==> config.mk <==
export PLATFORM = sky130hd
export DESIGN_NAME = snoop_inval_ctrl
export DESIGN_NICKNAME = d
export VERILOG_FILES = /design/src/rtl/snp_pkg.sv /design/src/rtl/snp_line_store.sv /design/src/rtl/snp_snoop_unit.sv /design/src/rtl/snoop_inval_ctrl.sv
export SDC_FILE = /design/constraint.sdc
export NUM_CORES = 1
export LEC_CHECK = 0
export BUFFER_PORTS_ARGS = -buffer_cell sky130_fd_sc_hd__buf_2
export CORE_ASPECT_RATIO = 1.2
export CORE_MARGIN = 2
export CORE_UTILIZATION = 56
export CTS_CLUSTER_DIAMETER = 30
export DETAILED_ROUTE_END_ITERATION = 10
export GPL_ROUTABILITY_DRIVEN = 0
export PLACE_DENSITY = 0.82
export SETUP_SLACK_MARGIN = 0.05
export SKIP_LAST_GASP = 1
export SYNTH_ARGS = -nofsm -noshare
export SYNTH_HDL_FRONTEND = slang
export SYNTH_SLANG_ARGS = --single-unit
==> constraint.sdc <==
create_clock -name clk -period 2.9 [get_ports clk]
set_input_delay 0.145 -clock clk [delete_from_list [all_inputs] [get_ports clk]]
set_output_delay 0.145 -clock clk [all_outputs]
set_load 0.02 [all_outputs]
==> src/rtl/snp_pkg.sv <==
package snp_pkg;
    typedef enum logic [1:0] {
        LN_INV = 2'd0,
        LN_SHR = 2'd1,
        LN_EXC = 2'd2
    } line_st_e;

    typedef enum logic [1:0] {
        BC_IDLE   = 2'd0,
        BC_RDMISS = 2'd1,
        BC_WRMISS = 2'd2,
        BC_WBACK  = 2'd3
    } bus_cmd_e;

    typedef enum logic [1:0] {
        CS_IDLE    = 2'd0,
        CS_WBREQ   = 2'd1,
        CS_MISSREQ = 2'd2,
        CS_FILL    = 2'd3
    } ctl_st_e;
endpackage

==> src/rtl/snp_line_store.sv <==
module snp_line_store
    import snp_pkg::*;
#(
    parameter int IDX_W  = 2,
    parameter int TAG_W  = 4,
    parameter int DATA_W = 16
) (
    input  logic              clk,
    input  logic              rst_n,
    input  logic [IDX_W-1:0]  a_idx,
    output line_st_e          a_st,
    output logic [TAG_W-1:0]  a_tag,
    output logic [DATA_W-1:0] a_data,
    input  logic [IDX_W-1:0]  b_idx,
    output line_st_e          b_st,
    output logic [TAG_W-1:0]  b_tag,
    output logic [DATA_W-1:0] b_data,
    input  logic              wr_en,
    input  logic [IDX_W-1:0]  wr_idx,
    input  line_st_e          wr_st,
    input  logic [TAG_W-1:0]  wr_tag,
    input  logic [DATA_W-1:0] wr_data,
    input  logic              sn_en,
    input  logic [IDX_W-1:0]  sn_idx,
    input  line_st_e          sn_st
);
    localparam int NLINES = 1 << IDX_W;

    typedef struct packed {
        line_st_e          st;
        logic [TAG_W-1:0]  tag;
        logic [DATA_W-1:0] data;
    } line_t;

    line_t lines_q [NLINES];
    line_t lines_d [NLINES];

    always_comb begin
        for (int i = 0; i < NLINES; i++) begin
            lines_d[i] = lines_q[i];
            if (wr_en && wr_idx == IDX_W'(i)) begin
                lines_d[i].st   = wr_st;
                lines_d[i].tag  = wr_tag;
                lines_d[i].data = wr_data;
            end
            // the bus order puts a snooped transaction first, so its state wins
            if (sn_en && sn_idx == IDX_W'(i)) begin
                lines_d[i].st = sn_st;
            end
        end
    end

    always_ff @(posedge clk or negedge rst_n) begin
        if (!rst_n) begin
            for (int i = 0; i < NLINES; i++) begin
                lines_q[i] <= '{st: LN_INV, tag: '0, data: '0};
            end
        end else begin
            for (int i = 0; i < NLINES; i++) begin
                lines_q[i] <= lines_d[i];
            end
        end
    end

    assign a_st   = lines_q[a_idx].st;
    assign a_tag  = lines_q[a_idx].tag;
    assign a_data = lines_q[a_idx].data;
    assign b_st   = lines_q[b_idx].st;
    assign b_tag  = lines_q[b_idx].tag;
    assign b_data = lines_q[b_idx].data;
endmodule

==> src/rtl/snp_snoop_unit.sv <==
module snp_snoop_unit
    import snp_pkg::*;
#(
    parameter int TAG_W = 4
) (
    input  logic             vld,
    input  logic [1:0]       cmd,
    input  logic [TAG_W-1:0] tag,
    input  line_st_e         ln_st,
    input  logic [TAG_W-1:0] ln_tag,
    output logic             upd,
    output line_st_e         new_st,
    output logic             abort
);
    logic held;

    always_comb begin
        held   = vld && (ln_st != LN_INV) && (ln_tag == tag);
        upd    = 1'b0;
        new_st = ln_st;
        abort  = 1'b0;
        if (held) begin
            case (bus_cmd_e'(cmd))
                BC_RDMISS: begin
                    if (ln_st == LN_EXC) begin
                        upd    = 1'b1;
                        new_st = LN_SHR;
                        abort  = 1'b1;
                    end
                end
                BC_WRMISS: begin
                    upd    = 1'b1;
                    new_st = LN_INV;
                    abort  = (ln_st == LN_EXC);
                end
                default: begin
                end
            endcase
        end
    end
endmodule

==> src/rtl/snoop_inval_ctrl.sv <==
module snoop_inval_ctrl
    import snp_pkg::*;
#(
    parameter int ADDR_W = 6,
    parameter int IDX_W  = 2,
    parameter int DATA_W = 16
) (
    input  logic              clk,
    input  logic              rst_n,
    input  logic              cpu_rd,
    input  logic              cpu_wr,
    input  logic [ADDR_W-1:0] cpu_addr,
    input  logic [DATA_W-1:0] cpu_wdata,
    output logic [DATA_W-1:0] cpu_rdata,
    output logic              cpu_done,
    output logic              cpu_stall,
    output logic              bus_req,
    input  logic              bus_gnt,
    output logic [1:0]        bus_cmd,
    output logic [ADDR_W-1:0] bus_addr,
    output logic [DATA_W-1:0] bus_wdata,
    input  logic              bus_fill_vld,
    input  logic [DATA_W-1:0] bus_fill_data,
    input  logic              snp_vld,
    input  logic [1:0]        snp_cmd,
    input  logic [ADDR_W-1:0] snp_addr,
    output logic              snp_abort,
    output logic [DATA_W-1:0] snp_data
);
    localparam int TAG_W = ADDR_W - IDX_W;

    typedef struct packed {
        ctl_st_e           ctl;
        logic              abort;
        logic [DATA_W-1:0] sdata;
    } state_t;

    state_t s_q, s_d;

    logic [IDX_W-1:0]  cpu_idx, sn_idx;
    logic [TAG_W-1:0]  cpu_tag, sn_tag;
    line_st_e          c_st, s_st, wr_st, sn_new_st;
    logic [TAG_W-1:0]  c_tag, s_tag, wr_tag;
    logic [DATA_W-1:0] c_data, s_data, wr_data;
    logic              wr_en, sn_upd, sn_abort;
    logic              cpu_req, tag_match, snp_clash, hit_ok, victim_dirty;

    assign cpu_idx = cpu_addr[IDX_W-1:0];
    assign cpu_tag = cpu_addr[ADDR_W-1:IDX_W];
    assign sn_idx  = snp_addr[IDX_W-1:0];
    assign sn_tag  = snp_addr[ADDR_W-1:IDX_W];

    snp_line_store #(
        .IDX_W (IDX_W),
        .TAG_W (TAG_W),
        .DATA_W(DATA_W)
    ) u_store (
        .clk    (clk),
        .rst_n  (rst_n),
        .a_idx  (cpu_idx),
        .a_st   (c_st),
        .a_tag  (c_tag),
        .a_data (c_data),
        .b_idx  (sn_idx),
        .b_st   (s_st),
        .b_tag  (s_tag),
        .b_data (s_data),
        .wr_en  (wr_en),
        .wr_idx (cpu_idx),
        .wr_st  (wr_st),
        .wr_tag (wr_tag),
        .wr_data(wr_data),
        .sn_en  (sn_upd),
        .sn_idx (sn_idx),
        .sn_st  (sn_new_st)
    );

    snp_snoop_unit #(
        .TAG_W(TAG_W)
    ) u_snoop (
        .vld   (snp_vld),
        .cmd   (snp_cmd),
        .tag   (sn_tag),
        .ln_st (s_st),
        .ln_tag(s_tag),
        .upd   (sn_upd),
        .new_st(sn_new_st),
        .abort (sn_abort)
    );

    // processor-side decode
    always_comb begin
        cpu_req      = cpu_rd || cpu_wr;
        tag_match    = (c_st != LN_INV) && (c_tag == cpu_tag);
        snp_clash    = snp_vld && (sn_idx == cpu_idx);
        hit_ok       = (s_q.ctl == CS_IDLE) && cpu_req && !snp_clash && tag_match &&
                       (!cpu_wr || c_st == LN_EXC);
        victim_dirty = (c_st == LN_EXC) && (c_tag != cpu_tag);
    end

    // next-state computation
    always_comb begin
        s_d       = s_q;
        s_d.abort = sn_abort;
        s_d.sdata = sn_abort ? s_data : '0;
        wr_en     = 1'b0;
        wr_st     = c_st;
        wr_tag    = c_tag;
        wr_data   = c_data;
        case (s_q.ctl)
            CS_IDLE: begin
                if (hit_ok && cpu_wr) begin
                    wr_en   = 1'b1;
                    wr_data = cpu_wdata;
                end else if (cpu_req && !hit_ok && !snp_clash) begin
                    s_d.ctl = victim_dirty ? CS_WBREQ : CS_MISSREQ;
                end
            end
            CS_WBREQ: begin
                if (bus_gnt) begin
                    wr_en   = 1'b1;
                    wr_st   = LN_INV;
                    s_d.ctl = CS_MISSREQ;
                end else if (sn_upd && sn_idx == cpu_idx && sn_new_st != LN_EXC) begin
                    s_d.ctl = CS_MISSREQ;
                end
            end
            CS_MISSREQ: begin
                if (bus_gnt) begin
                    s_d.ctl = CS_FILL;
                end
            end
            CS_FILL: begin
                if (bus_fill_vld) begin
                    wr_en   = 1'b1;
                    wr_st   = cpu_wr ? LN_EXC : LN_SHR;
                    wr_tag  = cpu_tag;
                    wr_data = bus_fill_data;
                    s_d.ctl = CS_IDLE;
                end
            end
            default: s_d.ctl = CS_IDLE;
        endcase
    end

    always_ff @(posedge clk or negedge rst_n) begin
        if (!rst_n) begin
            s_q <= '{ctl: CS_IDLE, abort: 1'b0, sdata: '0};
        end else begin
            s_q <= s_d;
        end
    end

    always_comb begin
        bus_req   = (s_q.ctl == CS_WBREQ) || (s_q.ctl == CS_MISSREQ);
        bus_cmd   = BC_IDLE;
        bus_addr  = '0;
        bus_wdata = '0;
        if (s_q.ctl == CS_WBREQ) begin
            bus_cmd   = BC_WBACK;
            bus_addr  = {c_tag, cpu_idx};
            bus_wdata = c_data;
        end else if (s_q.ctl == CS_MISSREQ) begin
            bus_cmd  = cpu_wr ? BC_WRMISS : BC_RDMISS;
            bus_addr = cpu_addr;
        end
    end

    assign cpu_rdata = c_data;
    assign cpu_done  = hit_ok;
    assign cpu_stall = cpu_req && !hit_ok;
    assign snp_abort = s_q.abort;
    assign snp_data  = s_q.sdata;
endmodule

==> results.md <==
- Status: complete, no violations
- Min-Delay Path Class: primary input to flop
- Routed wire length: 16,900 um
- CP Capture Type: flop
- Vias in the first global route: 5,447
- Final Max Tran Viols: 0
- Cell with the most instances after synthesis: dfrtp_1
- Root buf cell: clkbuf_16
- Syn_nets: 640
- Post-Syn Area: 0.00621 sq mm
- Initial Util: 56.8%
- Fin area: 0.00706 sq mm
- Layout cells sized above 1: 31.5%
- Synth top cells by count: 107 x dfrtp_1, 76 x nor2_1, 66 x a21oi_1
- IO Count: 113
- Synth Area in Compound Gates: 14.7%
- Dpl cell area: 0.00677 sq mm
- Instance count of the mapped netlist: 580
- Die height: 119 um
- # placed instances: 792
- Htree depth: 3
- Total number of vias: 5,230
- R2R setup slack: 0.17 ns
- Fmax: 366 MHz
- Async SR Flop Fraction: 100%
- VDD IR max: 0.560 mV
- Tot Pwr: 6.93 mW
- Worst slack after detailed placement: -0.100 ns
- Largest net degree at the start of global routing: 64
- Startpoint types: flop
- IO buf count: 112
- Initial antenna violation count: 0
- Post-synthesis xor/xnor area fraction: 1.69%
- Layout Area Growth over Synthesis: 13.7%
- Required @ worst endpoint: 3.17 ns
- Final setup vio count: 0
- Hold Fails Final Rpt: 0
- Vias/cell: 6.46
- Synth area leader: dfrtp_1
- Number of enable flip-flop cells after synthesis: 0
- Main combinational cell family by area after synthesis: multiplexers
- GRT Util Overall: 29.5%
- Mapped Avg Cell Area: 10.7 sq um
- Slowest stage delay, CP: 0.59 ns
- CP cell instances: mux4_1 > xor2_1 > nor4_4 > and4b_2 > a22o_1 > a31oi_1 > a21oi_1
- Mux cell area share after synthesis: 18.9%
- Final setup TNS: 0 ns
- Yosys cell types: 47
- Final worst slack: 0.171 ns
- Crit path buffers/inverters: 0
- Slowest cell on the critical path: and4b_2
- Int Pwr: 3.99 mW
- Final ANT Viol Nets: 0
- RSZ-0062 raised after global routing: false
- Flop pwr share: 36.4%
- Yosys top cell area share: 43.1%
- Hold_ws: 0.185 ns
- LEAKAGE: 3.34 nW
- DIE AREA: 0.0120 sq mm
- Clock Skew: 0.00634 ns
- Crit share post-route: 94.1%
- Adder-cell area share of the yosys netlist: 1.41%
- Synth top area cells: dfrtp_1 43%, mux4_2 14%, a21oi_1 5.3%
- DR iter-0 viols: 438
- Clk pwr share: 16.6%
- Sequential fraction of the synthesis area: 43.1%
- Num CTS Buffers: 9
- Crit path max fanout: 16
- Fin cells: 809
- Slew @ Worst Pin: 1.06 ns
- Final core occ: 64.6%
- Synth Warn #: 0
- Worst-path clk slew: 0.07 ns
- Clk sinks: 107
- Max Root-Sink Buffers: 2
- GR Overflow Total: 0
- CTS tree: built
- Power density over cell area: 981 mW/mm^2
- Crit path DAT: 3.00 ns
- Slew HR: 29.2%
- Drt first pass iters: 6
- Post-CTS Setup Inserts: 0
- CP Class: flop to flop
- First-pass GRT wire length: 27,200 um
- Core area: 0.0109 sq mm
- Average wire per standard cell: 20.8 um
- Clk_lat worst skew: 0.35 ns
- CP top delay family: simple AND/OR/NAND/NOR gates
- Die X-Extent: 100 um
- Synth Register Bits: 107
- Main synth FF type: dfrtp_1
- Switch share: 42.4%
- Drc violations: 0
- Psw: 2.94 mW
- Antenna diode count: 0
- Gate power share: 47.1%
- Dpl hpwl: 11,200 um
- Post-synthesis simple-gate area fraction: 13.6%
- Max Cap Viol: 0
- NumNets Final: 732
- FP Rows: 42
- Min Tclk post-route: 2.73 ns
[timing repair]
| item | in CTS | in global routing |
|---|---|---|
| hold endpoints to repair | 61 | 0 |
| hold buffers | 1 | 0 |
| setup endpoints to repair | 58 | 7 |
| resized for setup | 1 | 2 |
[cells by family after synthesis]
family | Yosys count
adder cells (fa/ha/maj) | 7
XOR/XNOR | 12
AO/OA/AOI/OAI | 143
buffers and inverters | 67
multiplexers | 66
flip-flops | 107
AND/OR/NAND/NOR | 178
[per-layer routing]
layer | up-vias | track usage (%) | wire length [um]
met1 | 2556 | 37.4 | 6240
met5 | - | 0 | 0
met2 | 337 | 48.7 | 8640
met3 | 62 | 4.05 | 1410
met4 | 0 | 16.3 | 564
li1 | 2275 | - | -
[power by group through the flow]
stage / registers, mW / clock network (mW) / logic, mW
global placement: 2.44 / 0 / 3.04
CTS: 2.49 / 1.15 / 3.22
global route: 2.57 / 1.21 / 3.54
detailed placement: 2.51 / 0 / 3.18
finish: 2.52 / 1.15 / 3.26
floorplan: 2.35 / 0 / 2.39
[flip-flops by register name, indices dropped and copies added (netlist names)]
signal and count:
s_q 2, snp_data 16, u_store.lines_q 88, snp_abort 1
[layout make-up]
cell class	instances	area [sq um]
fillers	853	3870
inverters	10	37.5
clock buffers	10	229
repair buffers	138	781
clock inverters	6	42.5
multi-input cells	406	3130
flip-flops and latches	107	2680
well taps	132	165
[layout by cell type (no fill, tap or decap), types with 9 or more instances in the layout]
master / instances
a31oi_2: 9
a22o_1: 15
and3_1: 18
buf_4: 23
nor2_1: 76
nand2_1: 37
mux4_2: 39
and2_1: 18
inv_1: 10
o22ai_1: 9
clkbuf_16: 9
dfrtp_1: 107
buf_2: 111
a21oi_1: 66
mux2i_1: 19
o21ai_0: 24
[worst min-delay path, delay by kind of cell]
family	cells	cell delay, ns
AOI/OAI and AO/OA	1	0.14
muxes	1	0.10
buffers and inverters	1	0.11
[worst paths after layout]
| check | startpoint | end | cells after the start |
|---|---|---|---|
| min in group asynchronous | rst_n | snp_data[6] | 2 |
| max in group asynchronous | rst_n | u_store.lines_q[84] | 3 |
| worst min register to register | u_store.lines_q[40] | u_store.lines_q[40] | 2 |
| worst min-delay path | cpu_addr[2] | u_store.lines_q[60] | 3 |
| worst max register to register | u_store.lines_q[84] | u_store.lines_q[24] | 7 |
| worst max-delay path | u_store.lines_q[84] | u_store.lines_q[24] | 7 |
(Power assumes the default switching activity.)
